## config.mk

```make
export PLATFORM = sky130hd
export DESIGN_NAME = dmem_agen
export DESIGN_NICKNAME = d
export VERILOG_FILES = /design/src/rtl/dmem_agen_pkg.sv /design/src/rtl/dmem_agen_ring.sv /design/src/rtl/dmem_agen_regs.sv /design/src/rtl/dmem_agen.sv
export SDC_FILE = /design/constraint.sdc
export NUM_CORES = 1
export LEC_CHECK = 0
export BUFFER_PORTS_ARGS = -buffer_cell sky130_fd_sc_hd__buf_4
export CELL_PAD_IN_SITES_DETAIL_PLACEMENT = 1
export CELL_PAD_IN_SITES_GLOBAL_PLACEMENT = 1
export CORE_MARGIN = 2
export CORE_UTILIZATION = 46
export DETAILED_ROUTE_END_ITERATION = 6
export PLACE_DENSITY_LB_ADDON = 0.1
export SLEW_MARGIN = 20
export SYNTH_ARGS = -nofsm -noshare
export SYNTH_HDL_FRONTEND = slang
export SYNTH_SLANG_ARGS = --single-unit
```

## constraint.sdc

```tcl
create_clock -name clk -period 3.8 [get_ports clk]
set_input_delay 0.95 -clock clk [delete_from_list [all_inputs] [get_ports clk]]
set_output_delay 0.95 -clock clk [all_outputs]
set_load 0.005 [all_outputs]
```

## src/rtl/dmem_agen_pkg.sv

```systemverilog
`timescale 1ns/1ps
package dmem_agen_pkg;
  typedef enum logic [2:0] {
    AM_PAGED = 3'd0,
    AM_ZPAGE = 3'd1,
    AM_PTR   = 3'd2,
    AM_FIXED = 3'd3,
    AM_RING  = 3'd4
  } amode_e;

  typedef enum logic [1:0] {
    PM_KEEP = 2'd0,
    PM_INC  = 2'd1,
    PM_DEC  = 2'd2,
    PM_KEEP2 = 2'd3
  } pmod_e;
endpackage

```

## src/rtl/dmem_agen_ring.sv

```systemverilog
`timescale 1ns/1ps
module dmem_agen_ring
  import dmem_agen_pkg::*;
#(
  parameter int AW = 16
) (
  input  logic [AW-1:0] cur,
  input  logic [AW-1:0] lo,
  input  logic [AW-1:0] hi,
  input  logic [1:0]    post,
  output logic [AW-1:0] nxt
);
  always_comb begin
    case (pmod_e'(post))
      PM_INC:  nxt = (cur == hi) ? lo : cur + AW'(1);
      PM_DEC:  nxt = (cur == lo) ? hi : cur - AW'(1);
      default: nxt = cur;
    endcase
  end
endmodule

```

## src/rtl/dmem_agen_regs.sv

```systemverilog
`timescale 1ns/1ps
module dmem_agen_regs #(
  parameter int AW       = 16,
  parameter int PW       = 9,
  parameter int NUM_AR   = 8,
  parameter int NUM_DED  = 2,
  parameter int NUM_CIRC = 2,
  parameter int CSW      = 5,
  parameter int ARIW     = 3
) (
  input  logic                           clk,
  input  logic                           rst_n,
  input  logic                           cfg_we,
  input  logic [CSW-1:0]                 cfg_sel,
  input  logic [AW-1:0]                  cfg_data,
  input  logic                           mod_en,
  input  logic [ARIW-1:0]                mod_idx,
  input  logic [AW-1:0]                  mod_val,
  output logic [NUM_AR-1:0][AW-1:0]      ar_q,
  output logic [PW-1:0]                  page_q,
  output logic [NUM_DED-1:0][AW-1:0]     ded_q,
  output logic [NUM_CIRC-1:0][AW-1:0]    cstart_q,
  output logic [NUM_CIRC-1:0][AW-1:0]    cend_q,
  output logic [NUM_CIRC-1:0][ARIW-1:0]  cidx_q
);
  localparam int SEL_PAGE = NUM_AR;
  localparam int SEL_DED  = NUM_AR + 1;
  localparam int SEL_RING = NUM_AR + 1 + NUM_DED;

  // Pointer file: a configuration write takes priority over a post-modify.
  for (genvar i = 0; i < NUM_AR; i++) begin : g_ar
    always_ff @(posedge clk or negedge rst_n) begin
      if (!rst_n)                                ar_q[i] <= '0;
      else if (cfg_we && cfg_sel == CSW'(i))     ar_q[i] <= cfg_data;
      else if (mod_en && mod_idx == ARIW'(i))    ar_q[i] <= mod_val;
    end
  end

  always_ff @(posedge clk or negedge rst_n) begin
    if (!rst_n)                                  page_q <= '0;
    else if (cfg_we && cfg_sel == CSW'(SEL_PAGE)) page_q <= cfg_data[PW-1:0];
  end

  for (genvar j = 0; j < NUM_DED; j++) begin : g_ded
    always_ff @(posedge clk or negedge rst_n) begin
      if (!rst_n)                                    ded_q[j] <= '0;
      else if (cfg_we && cfg_sel == CSW'(SEL_DED + j)) ded_q[j] <= cfg_data;
    end
  end

  for (genvar k = 0; k < NUM_CIRC; k++) begin : g_ring
    always_ff @(posedge clk or negedge rst_n) begin
      if (!rst_n) begin
        cstart_q[k] <= '0;
        cend_q[k]   <= '0;
        cidx_q[k]   <= '0;
      end else if (cfg_we) begin
        if (cfg_sel == CSW'(SEL_RING + 3*k))     cstart_q[k] <= cfg_data;
        if (cfg_sel == CSW'(SEL_RING + 3*k + 1)) cend_q[k]   <= cfg_data;
        if (cfg_sel == CSW'(SEL_RING + 3*k + 2)) cidx_q[k]   <= cfg_data[ARIW-1:0];
      end
    end
  end
endmodule

```

## src/rtl/dmem_agen.sv

```systemverilog
`timescale 1ns/1ps
module dmem_agen
  import dmem_agen_pkg::*;
#(
  parameter int PW       = 9,
  parameter int OW       = 7,
  parameter int NUM_AR   = 8,
  parameter int NUM_DED  = 2,
  parameter int NUM_CIRC = 2,
  localparam int AW      = PW + OW,
  localparam int CSW     = $clog2(NUM_AR + 1 + NUM_DED + 3*NUM_CIRC)
) (
  input  logic           clk,
  input  logic           rst_n,
  input  logic           req_valid,
  output logic           req_ready,
  input  logic [2:0]     req_mode,
  input  logic [OW-1:0]  req_sel,
  input  logic [1:0]     req_post,
  input  logic           cfg_we,
  input  logic [CSW-1:0] cfg_sel,
  input  logic [AW-1:0]  cfg_data,
  output logic           out_valid,
  input  logic           out_ready,
  output logic [AW-1:0]  out_addr
);
  localparam int ARIW = $clog2(NUM_AR);
  localparam int DEDW = (NUM_DED  > 1) ? $clog2(NUM_DED)  : 1;
  localparam int CIW  = (NUM_CIRC > 1) ? $clog2(NUM_CIRC) : 1;

  logic [NUM_AR-1:0][AW-1:0]     ar_q;
  logic [PW-1:0]                 page_q;
  logic [NUM_DED-1:0][AW-1:0]    ded_q;
  logic [NUM_CIRC-1:0][AW-1:0]   cstart_q, cend_q, ring_nxt;
  logic [NUM_CIRC-1:0][ARIW-1:0] cidx_q;

  logic            accept, stepping;
  logic            mod_en;
  logic [ARIW-1:0] mod_idx;
  logic [AW-1:0]   mod_val, addr_c;
  logic [ARIW-1:0] ar_sel;
  logic [DEDW-1:0] ded_sel;
  logic [CIW-1:0]  ring_sel;

  assign req_ready = !out_valid || out_ready;
  assign accept    = req_valid && req_ready;
  assign stepping  = (req_post == PM_INC) || (req_post == PM_DEC);
  assign ar_sel    = req_sel[ARIW-1:0];
  assign ded_sel   = req_sel[DEDW-1:0];
  assign ring_sel  = req_sel[CIW-1:0];

  dmem_agen_regs #(
    .AW(AW), .PW(PW), .NUM_AR(NUM_AR), .NUM_DED(NUM_DED),
    .NUM_CIRC(NUM_CIRC), .CSW(CSW), .ARIW(ARIW)
  ) u_regs (
    .clk(clk), .rst_n(rst_n),
    .cfg_we(cfg_we), .cfg_sel(cfg_sel), .cfg_data(cfg_data),
    .mod_en(mod_en), .mod_idx(mod_idx), .mod_val(mod_val),
    .ar_q(ar_q), .page_q(page_q), .ded_q(ded_q),
    .cstart_q(cstart_q), .cend_q(cend_q), .cidx_q(cidx_q)
  );

  // One wrap unit per window, fed by the pointer bound to that window.
  for (genvar k = 0; k < NUM_CIRC; k++) begin : g_wrap
    dmem_agen_ring #(.AW(AW)) u_ring (
      .cur(ar_q[cidx_q[k]]), .lo(cstart_q[k]), .hi(cend_q[k]),
      .post(req_post), .nxt(ring_nxt[k])
    );
  end

  always_comb begin
    addr_c  = {page_q, req_sel};
    mod_en  = 1'b0;
    mod_idx = ar_sel;
    mod_val = ar_q[ar_sel];
    case (amode_e'(req_mode))
      AM_ZPAGE: addr_c = {{PW{1'b0}}, req_sel};
      AM_PTR: begin
        addr_c  = ar_q[ar_sel];
        mod_en  = accept && stepping;
        mod_val = (req_post == PM_INC) ? ar_q[ar_sel] + AW'(1)
                                       : ar_q[ar_sel] - AW'(1);
      end
      AM_FIXED: addr_c = ded_q[ded_sel];
      AM_RING: begin
        addr_c  = ar_q[cidx_q[ring_sel]];
        mod_en  = accept && stepping;
        mod_idx = cidx_q[ring_sel];
        mod_val = ring_nxt[ring_sel];
      end
      default: ;
    endcase
  end

  always_ff @(posedge clk or negedge rst_n) begin
    if (!rst_n) begin
      out_valid <= 1'b0;
      out_addr  <= '0;
    end else if (accept) begin
      out_valid <= 1'b1;
      out_addr  <= addr_c;
    end else if (out_ready) begin
      out_valid <= 1'b0;
    end
  end
endmodule

```

==> results of run 1 <==
sequential cells by signal, summed over array words and instances (netlist names):
signal,count
u_regs.page_q,9
out_valid,1
u_regs.cstart_q,32
u_regs.cidx_q,6
u_regs.ar_q,128
u_regs.ded_q,32
out_addr,16
u_regs.cend_q,32
layer usage:
metal	vias up	share of wire (%)	track usage, %
met2	2014	41	73.48
met4	2	9.1	39.32
li1	8926	-	-
met3	650	14	19.75
met1	11640	35	61.80
met5	-	0.010	0
what timing repair did:
item | in CTS | in global routing
hold buffers | 0 | 0
pin swaps | 94 | 48
setup endpoints to repair | 128 | 128
resized for setup | 204 | 127
hold endpoints to repair | 0 | 0
cloned | 1 | 0
setup buffers | 44 | 20
cell type report:
type	count	area [µm²]	area share [%]
multi-input cells	1653	14520	51.50
flip-flops and latches	256	6412	22.75
repair buffers	594	5152	18.28
clock buffers	43	978.4	3.471
well taps	585	732.0	2.597
clock inverters	19	307.8	1.092
inverters	20	75.07	0.2663
diodes	6	15.01	0.05326
logic make-up after synthesis:
family                     count (synthesis)  share of synthesized area [%]
xor gates and xnor gates                 104                          4.526
adders and majority gates                 21                          1.343
AOI/OAI and AO/OA                        541                          17.84
and+or+nand+nor                          639                          15.70
DFF                                      256                          31.83
buffers and inverters                    162                          3.668
muxes                                    348                          25.09
placed cells by master (no fill, tap or decap), types with 11 or more instances in the layout:
| cell type | count |
|---|---|
| mux2i_4 | 12 |
| a22o_1 | 16 |
| xnor2_1 | 65 |
| nor2_2 | 13 |
| clkbuf_16 | 37 |
| buf_6 | 34 |
| mux2_2 | 140 |
| a221oi_1 | 20 |
| a31oi_1 | 53 |
| a21o_1 | 17 |
| mux2i_2 | 13 |
| mux2i_1 | 73 |
| a22oi_1 | 28 |
| nor2_1 | 94 |
| nand2b_1 | 11 |
| nor3_1 | 43 |
| o211ai_1 | 13 |
| buf_12 | 40 |
| nand4_1 | 23 |
| ha_1 | 17 |
| o22ai_1 | 13 |
| dfrtp_1 | 251 |
| mux4_2 | 102 |
| a31o_2 | 16 |
| buf_4 | 513 |
| or3_1 | 48 |
| a21oi_1 | 43 |
| a22oi_2 | 13 |
| and3_1 | 17 |
| o21ai_1 | 55 |
| nor3_2 | 16 |
| nand3_1 | 37 |
| o21ai_0 | 130 |
| nand2_1 | 225 |
| inv_1 | 20 |
| xor2_1 | 27 |
worst max-delay path, delay by kind of cell, from the launching register on:
family,cells,cell delay (ns)
simple gates,2,0.37
mux,2,0.74
compound gates,5,0.89
xor+xnor,1,0.08
flops,1,0.39
buf+inv,9,1.43
path summary, 6_finish.rpt:
| kind | slack [ns] | start | end | cells after the start |
|---|---|---|---|---|
| setup / recovery | -0.26 | u_regs.cidx_q[0]$_DFFE_PN0P_ | u_regs.ar_q[50]$_DFFE_PN0P_ | 19 |
| hold / removal | 0.43 | rst_n | u_regs.ar_q[117]$_DFFE_PN0P_ | 1 |
| setup reg to reg | -0.26 | u_regs.cidx_q[0]$_DFFE_PN0P_ | u_regs.ar_q[50]$_DFFE_PN0P_ | 19 |
| hold reg to reg | 0.51 | u_regs.ded_q[12]$_DFFE_PN0P_ | u_regs.ded_q[12]$_DFFE_PN0P_ | 1 |
| max in group asynchronous | 2.41 | rst_n | u_regs.cidx_q[4]$_DFFE_PN0P_ | 2 |
| min in group clk | 0.51 | u_regs.ded_q[12]$_DFFE_PN0P_ | u_regs.ded_q[12]$_DFFE_PN0P_ | 1 |
through the flow:
| stage | instance area [µm²] | power (mW) | setup slack [ns] |
|---|---|---|---|
| detailed placement | 24670 | 13.40 | -0.5919 |
| finish | 28190 | 19.09 | -0.2572 |
| CTS | 27400 | 17.93 | -0.1376 |
| floorplan | 20260 | 8.929 | -0.3121 |
| global placement | 24670 | 13.11 | -0.5265 |
| global route | 28170 | 19.52 | -0.3082 |
power by group through the flow:
stage          Clock, mW  Sequential (mW)  Combinational, mW
2_1_floorplan          0             3.89               5.04
6_report            3.83             4.24               11.0
4_1_cts             3.79             4.14               10.0
3_5_place_dp           0             4.17               9.23
5_1_grt             3.91             4.27               11.3
3_3_place_gp           0             4.12               9.00
==> impl_metrics.tcl, run 1 <==
set metrics [dict create \
    utilization_pct 65.30 \
    vias_per_cell 7.314 \
    n_fill_cell 4636 \
    worst_slack_ns -0.2572 \
    postSynth.asyncResetShare_pct 100.0 \
    grt_overflow_total 0 \
    critPathRequiredTime_ns 4.25 \
    cp_data_arrival_time_ns 4.51 \
    clkSinkCount 256 \
    min-delay-path-class "in2async" \
    p_seq_share_pct 22.2 \
    p_sw_mw 8.165 \
    dr.pass1.iters 6 \
    syn_area_mm2 0.02013 \
    dp.cells 3047 \
    synth_nets 2130 \
    synth_cell_types 90 \
    grt_usage_pct 51.22 \
    cap_viol_max_count 0 \
    synth_top_area_share_pct 31.83 \
    fin_crit_sh_pct 106.8 \
    ir_drop_uv 431.6 \
    cts_tree "yes" \
    violations "setup timing" \
    drt-initial-drc-count 3414 \
    grt_first_pass_wirelength_um 165200 \
    ys_ff_latch 256 \
    tightest_slew_ns 1.156 \
    cp-end-kind "flip-flop" \
    worstPathCellList "buf_6 -> buf_16 -> mux4_2 -> mux2i_2 -> buf_6 -> buf_4 -> xnor2_2 -> a2111oi_4 -> buf_4 -> nand4_4 -> buf_6 -> buf_4 -> o21ai_2 -> a21o_1 -> a31oi_4 -> buf_12 -> buf_4 -> nor3_2 -> o21ai_1" \
    finalSetupViolCount 125 \
    fp.dieArea_mm2 0.04544 \
    path_max_fanout 7 \
    placementRows 76 \
    cpMaxStageDelayCell "mux4_2" \
    hold_ws_ns 0.4344 \
    wirelength_um 118700 \
    initial_utilization_pct 46.62 \
    hold_violations 0 \
    seq_area_frac_synth_pct 31.83 \
    max_freq_mhz 246.5 \
    wire_per_inst_um 37.37 \
    final_nets 2618 \
    avgSynthCellArea_um2 9.718 \
    intPower_mw 10.92 \
    io_pins 56 \
    numPortBuffers 55 \
    area_growth_pct 40.06 \
    h-tree-depth 2 \
    leakagePower_nw 11.62 \
    hpwl_um 80820 \
    p_sw_share_pct 42.77 \
    synth_most_common_cell "dfrtp_1" \
    setup_tns_ns -15.05 \
    cpMostUsedCell "buf_4" \
    synth_area_leaders "dfrtp_1 (32%), mux4_2 (11%), mux2_2 (8.2%), nand2_1 (4.3%), mux2i_1 (4.2%)" \
    die_w_um 213.2 \
    drc 0 \
    crit_path_start_kind "flip-flop" \
    rsz0062_at_grt "true" \
    clk_pin_slew_ns 0.07 \
    status "complete, but fails checks" \
    ys_warn_count 0 \
    die_y_um 213.2 \
    synth_top_flop_cell "dfrtp_1" \
    clk_path_buf_depth 3 \
    synth_edf_count 0 \
    yosys-top-cells-count "dfrtp_1 (256), nand2_1 (229), o21ai_0 (168)" \
    period_needed_ns 4.057 \
    p_clk_share_pct 20.0 \
    grt_max_degree 99 \
    layout.cells.non_filler 3176 \
    antenna_left 0 \
    core_mm2 0.04317 \
    root_buffer "clkbuf_16" \
    clock_latency_ns 0.59 \
    power_frac_comb_pct 57.8 \
    netlist_instances 2071 \
    antenna_found_initial 4 \
    powerDensity_mw_per_mm2 677.2 \
    synth_area_leader_cell "dfrtp_1" \
    routabilityCongestion 1.052 \
    skew_ns 0.03603 \
    relSlewSlack_pct 22.72 \
    slew_viol_final 0 \
    vias 23230 \
    grt_pass1_vias 23510 \
    critical_path_class "reg2reg" \
    slowest_delay_ns 0.52 \
    cts_inserted_buffers 34 \
    layout-drive-gt1-share_pct 44.37 \
]
Note: power is estimated with default switching activity, not from simulation.
==> run 2: changes to the inputs <==
--- a/config.mk
+++ b/config.mk
@@ -9,9 +9,10 @@
 export CELL_PAD_IN_SITES_DETAIL_PLACEMENT = 1
 export CELL_PAD_IN_SITES_GLOBAL_PLACEMENT = 1
 export CORE_MARGIN = 2
-export CORE_UTILIZATION = 46
+export CORE_UTILIZATION = 51
 export DETAILED_ROUTE_END_ITERATION = 6
 export PLACE_DENSITY_LB_ADDON = 0.1
+export SKIP_LAST_GASP = 1
 export SLEW_MARGIN = 20
 export SYNTH_ARGS = -nofsm -noshare
 export SYNTH_HDL_FRONTEND = slang
==> constraint.sdc (replaced) <==
create_clock -name clk -period 4.35 [get_ports clk]
set_input_delay 1.0875 -clock clk [delete_from_list [all_inputs] [get_ports clk]]
set_output_delay 1.0875 -clock clk [all_outputs]
set_load 0.005 [all_outputs]
==> run 2 against run 1 <==
  * The run ends with DRC left
  * Hold slack improved by 0.069 ns
  * Worst setup slack improved by 0.28 ns
  * Clock skew decreased by 0.019 ns
  * Die area decreased by 9.6%
  * Routed wire length decreased by 9.9%
  * Final cell count decreased by 9.9%
  * Register-to-register slack improved by 0.28 ns
  * Global-route usage increased by 0.56 points
  * First-iteration DRC count decreased by 4.0%
  * Sequential power decreased by 10%
  * Critical path type is now in2reg
  * Largest cell class unchanged
  * Largest power group unchanged
==> impl_metrics.tcl, run 2 (synthesized netlist as in run 1, its figures left out) <==
set metrics [dict create \
    vias_per_cell 7.578 \
    mostFrequentLayoutCell "buf_4" \
    layout.cells.non_filler 2861 \
    r2r_cells 13 \
    worstPathCellList "buf_6 -> mux4_2 -> mux2_2 -> ha_1 -> a21o_1 -> a21o_1 -> a21oi_1 -> nand2_1 -> a21o_1 -> a21oi_1 -> xor2_1 -> buf_4 -> o22ai_1 -> nor2_2 -> buf_4 -> a31oi_1" \
    max_freq_mhz 231.1 \
    clk_pin_slew_ns 0.06 \
    grt_usage_pct 51.78 \
    p_seq_share_pct 25.9 \
    powerDensity_mw_per_mm2 600.7 \
    placementRows 72 \
    layout-drive-gt1-share_pct 32.39 \
    final_nets 2375 \
    initial_utilization_pct 51.84 \
    cp-end-kind "flip-flop" \
    die_y_um 202.7 \
    hold_violations 0 \
    r2r_slack_ns 0.02 \
    p_sw_share_pct 43.66 \
    numPortBuffers 55 \
    antenna_left 0 \
    largest_reg_flops 128 \
    wire_per_inst_um 37.38 \
    cpMaxStageDelayCell "mux4_2" \
    path_max_fanout 14 \
    clock_latency_ns 0.61 \
    cts_inserted_buffers 31 \
    worst_slack_ns 0.02210 \
    min-delay-path-class "in2async" \
    p_sw_mw 6.432 \
    top_register "u_regs.ar_q" \
    grt_max_degree 98 \
    clkSinkCount 256 \
    utilization_pct 63.16 \
    drc 13 \
    ir_drop_uv 411.4 \
    skew_ns 0.01743 \
    io_pins 56 \
    tightest_slew_ns 1.057 \
    critPathRequiredTime_ns 4.80 \
    cpMostUsedCell "a21o_1" \
    dp.cells 2794 \
    intPower_mw 8.300 \
    finalSetupViolCount 0 \
    drt-initial-drc-count 3279 \
    vias 21680 \
    rr_startpoint "u_regs.cidx_q[4]$_DFFE_PN0P_" \
    slew_viol_final 0 \
    relSlewSlack_pct 29.39 \
    grt_first_pass_wirelength_um 153800 \
    grt_pass1_vias 22060 \
    fin_crit_sh_pct 99.49 \
    violations "DRC" \
    regToRegEndpoint "u_regs.ar_q[61]$_DFFE_PN0P_" \
    period_needed_ns 4.328 \
    grt_overflow_total 0 \
    power_frac_comb_pct 53.3 \
    routabilityCongestion 1.085 \
    most-common-layout-cells "buf_4 (325), dfrtp_1 (252), nand2_1 (228), o21ai_0 (166), mux2_2 (147)" \
    wirelength_um 107000 \
    critical-path-top-delay-family "compound AO/OA/AOI/OAI gates" \
    crit_path_start_kind "input port" \
    root_buffer "clkbuf_16" \
    cp_data_arrival_time_ns 4.77 \
    hpwl_um 77110 \
    status "complete, but fails checks" \
    cap_viol_max_count 0 \
    core_mm2 0.03883 \
    clk_path_buf_depth 3 \
    p_clk_share_pct 20.8 \
    crit_cells 16 \
    area_growth_pct 21.84 \
    cts_tree "yes" \
    fp.dieArea_mm2 0.04107 \
    critical_path_class "in2reg" \
    path_buf_inv 3 \
    dp_slack_ns -0.5248 \
    leakagePower_nw 10.01 \
    cp-startpoint "req_sel[0]" \
    die_w_um 202.7 \
    n_fill_cell 4190 \
    p_total_mw 14.73 \
    h-tree-depth 1 \
    slowest_delay_ns 0.53 \
    antenna_found_initial 7 \
    cp-endpoint "u_regs.ar_q[103]$_DFFE_PN0P_" \
    dr.pass1.iters 7 \
]
## run 2: changes by cell type in the layout (fill, tap and decap cells not counted), sizes merged
cell	previous run	this run
diode	6	3
buf	594	354
clkinvlp	2	0
clkbuf	43	39
clkinv	8	9
## run 2: power by group through the flow
stage	Combinational [mW]	Clock [mW]	Sequential, mW
floorplan	4.37	0	3.40
global placement	7.00	0	3.70
detailed placement	7.22	0	3.77
CTS	7.33	3.05	3.74
global route	8.10	3.13	3.84
finish	7.85	3.07	3.81
## run 2: routing by layer
metal / up-vias / track usage [%] / wire (µm)
met5: - / 2.143 / 70
met4: 6 / 35.22 / 9123
met3: 485 / 18.27 / 16100
met2: 1921 / 74.84 / 44170
met1: 10830 / 64.95 / 37490
li1: 8441 / - / -
## run 2: repair_timing
action,in CTS,in global routing
resized for setup,6,37
hold buffers,0,0
pin swaps,1,4
buffers inserted,2,5
setup endpoints to repair,44,71
## run 2: worst register-to-register path: cells and delay by family, from the launching register on
family / cells / cell delay (ns)
and+or+nand+nor: 4 / 1.07
DFF: 1 / 0.59
buffers and inverters: 3 / 0.58
AOI/OAI and AO/OA: 5 / 1.49
muxes: 1 / 0.48
## run 2: worst min-delay path by stage
stage | from | to | slack, ns
5_1_grt | u_regs.ded_q[11]$_DFFE_PN0P_ | u_regs.ded_q[11]$_DFFE_PN0P_ | 0.53
3_3_place_gp | u_regs.ded_q[0]$_DFFE_PN0P_ | u_regs.ded_q[0]$_DFFE_PN0P_ | 0.48
3_5_place_dp | u_regs.ded_q[6]$_DFFE_PN0P_ | u_regs.ded_q[6]$_DFFE_PN0P_ | 0.50
6_report | rst_n | out_addr[11]$_DFFE_PN0P_ | 0.50
2_1_floorplan | u_regs.ded_q[0]$_DFFE_PN0P_ | u_regs.ded_q[0]$_DFFE_PN0P_ | 0.47
4_1_cts | u_regs.page_q[0]$_DFFE_PN0P_ | u_regs.page_q[0]$_DFFE_PN0P_ | 0.51
## run 2: final cells by class
| cell class | instances | area, µm² | area share (%) |
|---|---|---|---|
| Antenna cell | 3 | 7.507 | 0.03061 |
| Clock buffer | 39 | 875.8 | 3.572 |
| Clock inverter | 18 | 301.5 | 1.230 |
| Inverter | 20 | 75.07 | 0.3061 |
| Multi-Input combinational cell | 1653 | 13230 | 53.94 |
| Sequential cell | 256 | 6416 | 26.16 |
| Tap cell | 518 | 648.1 | 2.643 |
| Timing Repair Buffer | 354 | 2972 | 12.12 |
## run 2: stage by stage
step            TNS (ns)  hold WS, ns  cell area (µm²)
3_3_place_gp      -15.47       0.4827            23060
3_5_place_dp      -23.68       0.4980            23060
5_1_grt        -0.006780       0.5281            24520
6_report               0       0.5037            24520
2_1_floorplan  -0.008855       0.4708            20210
4_1_cts                0       0.5088            24270
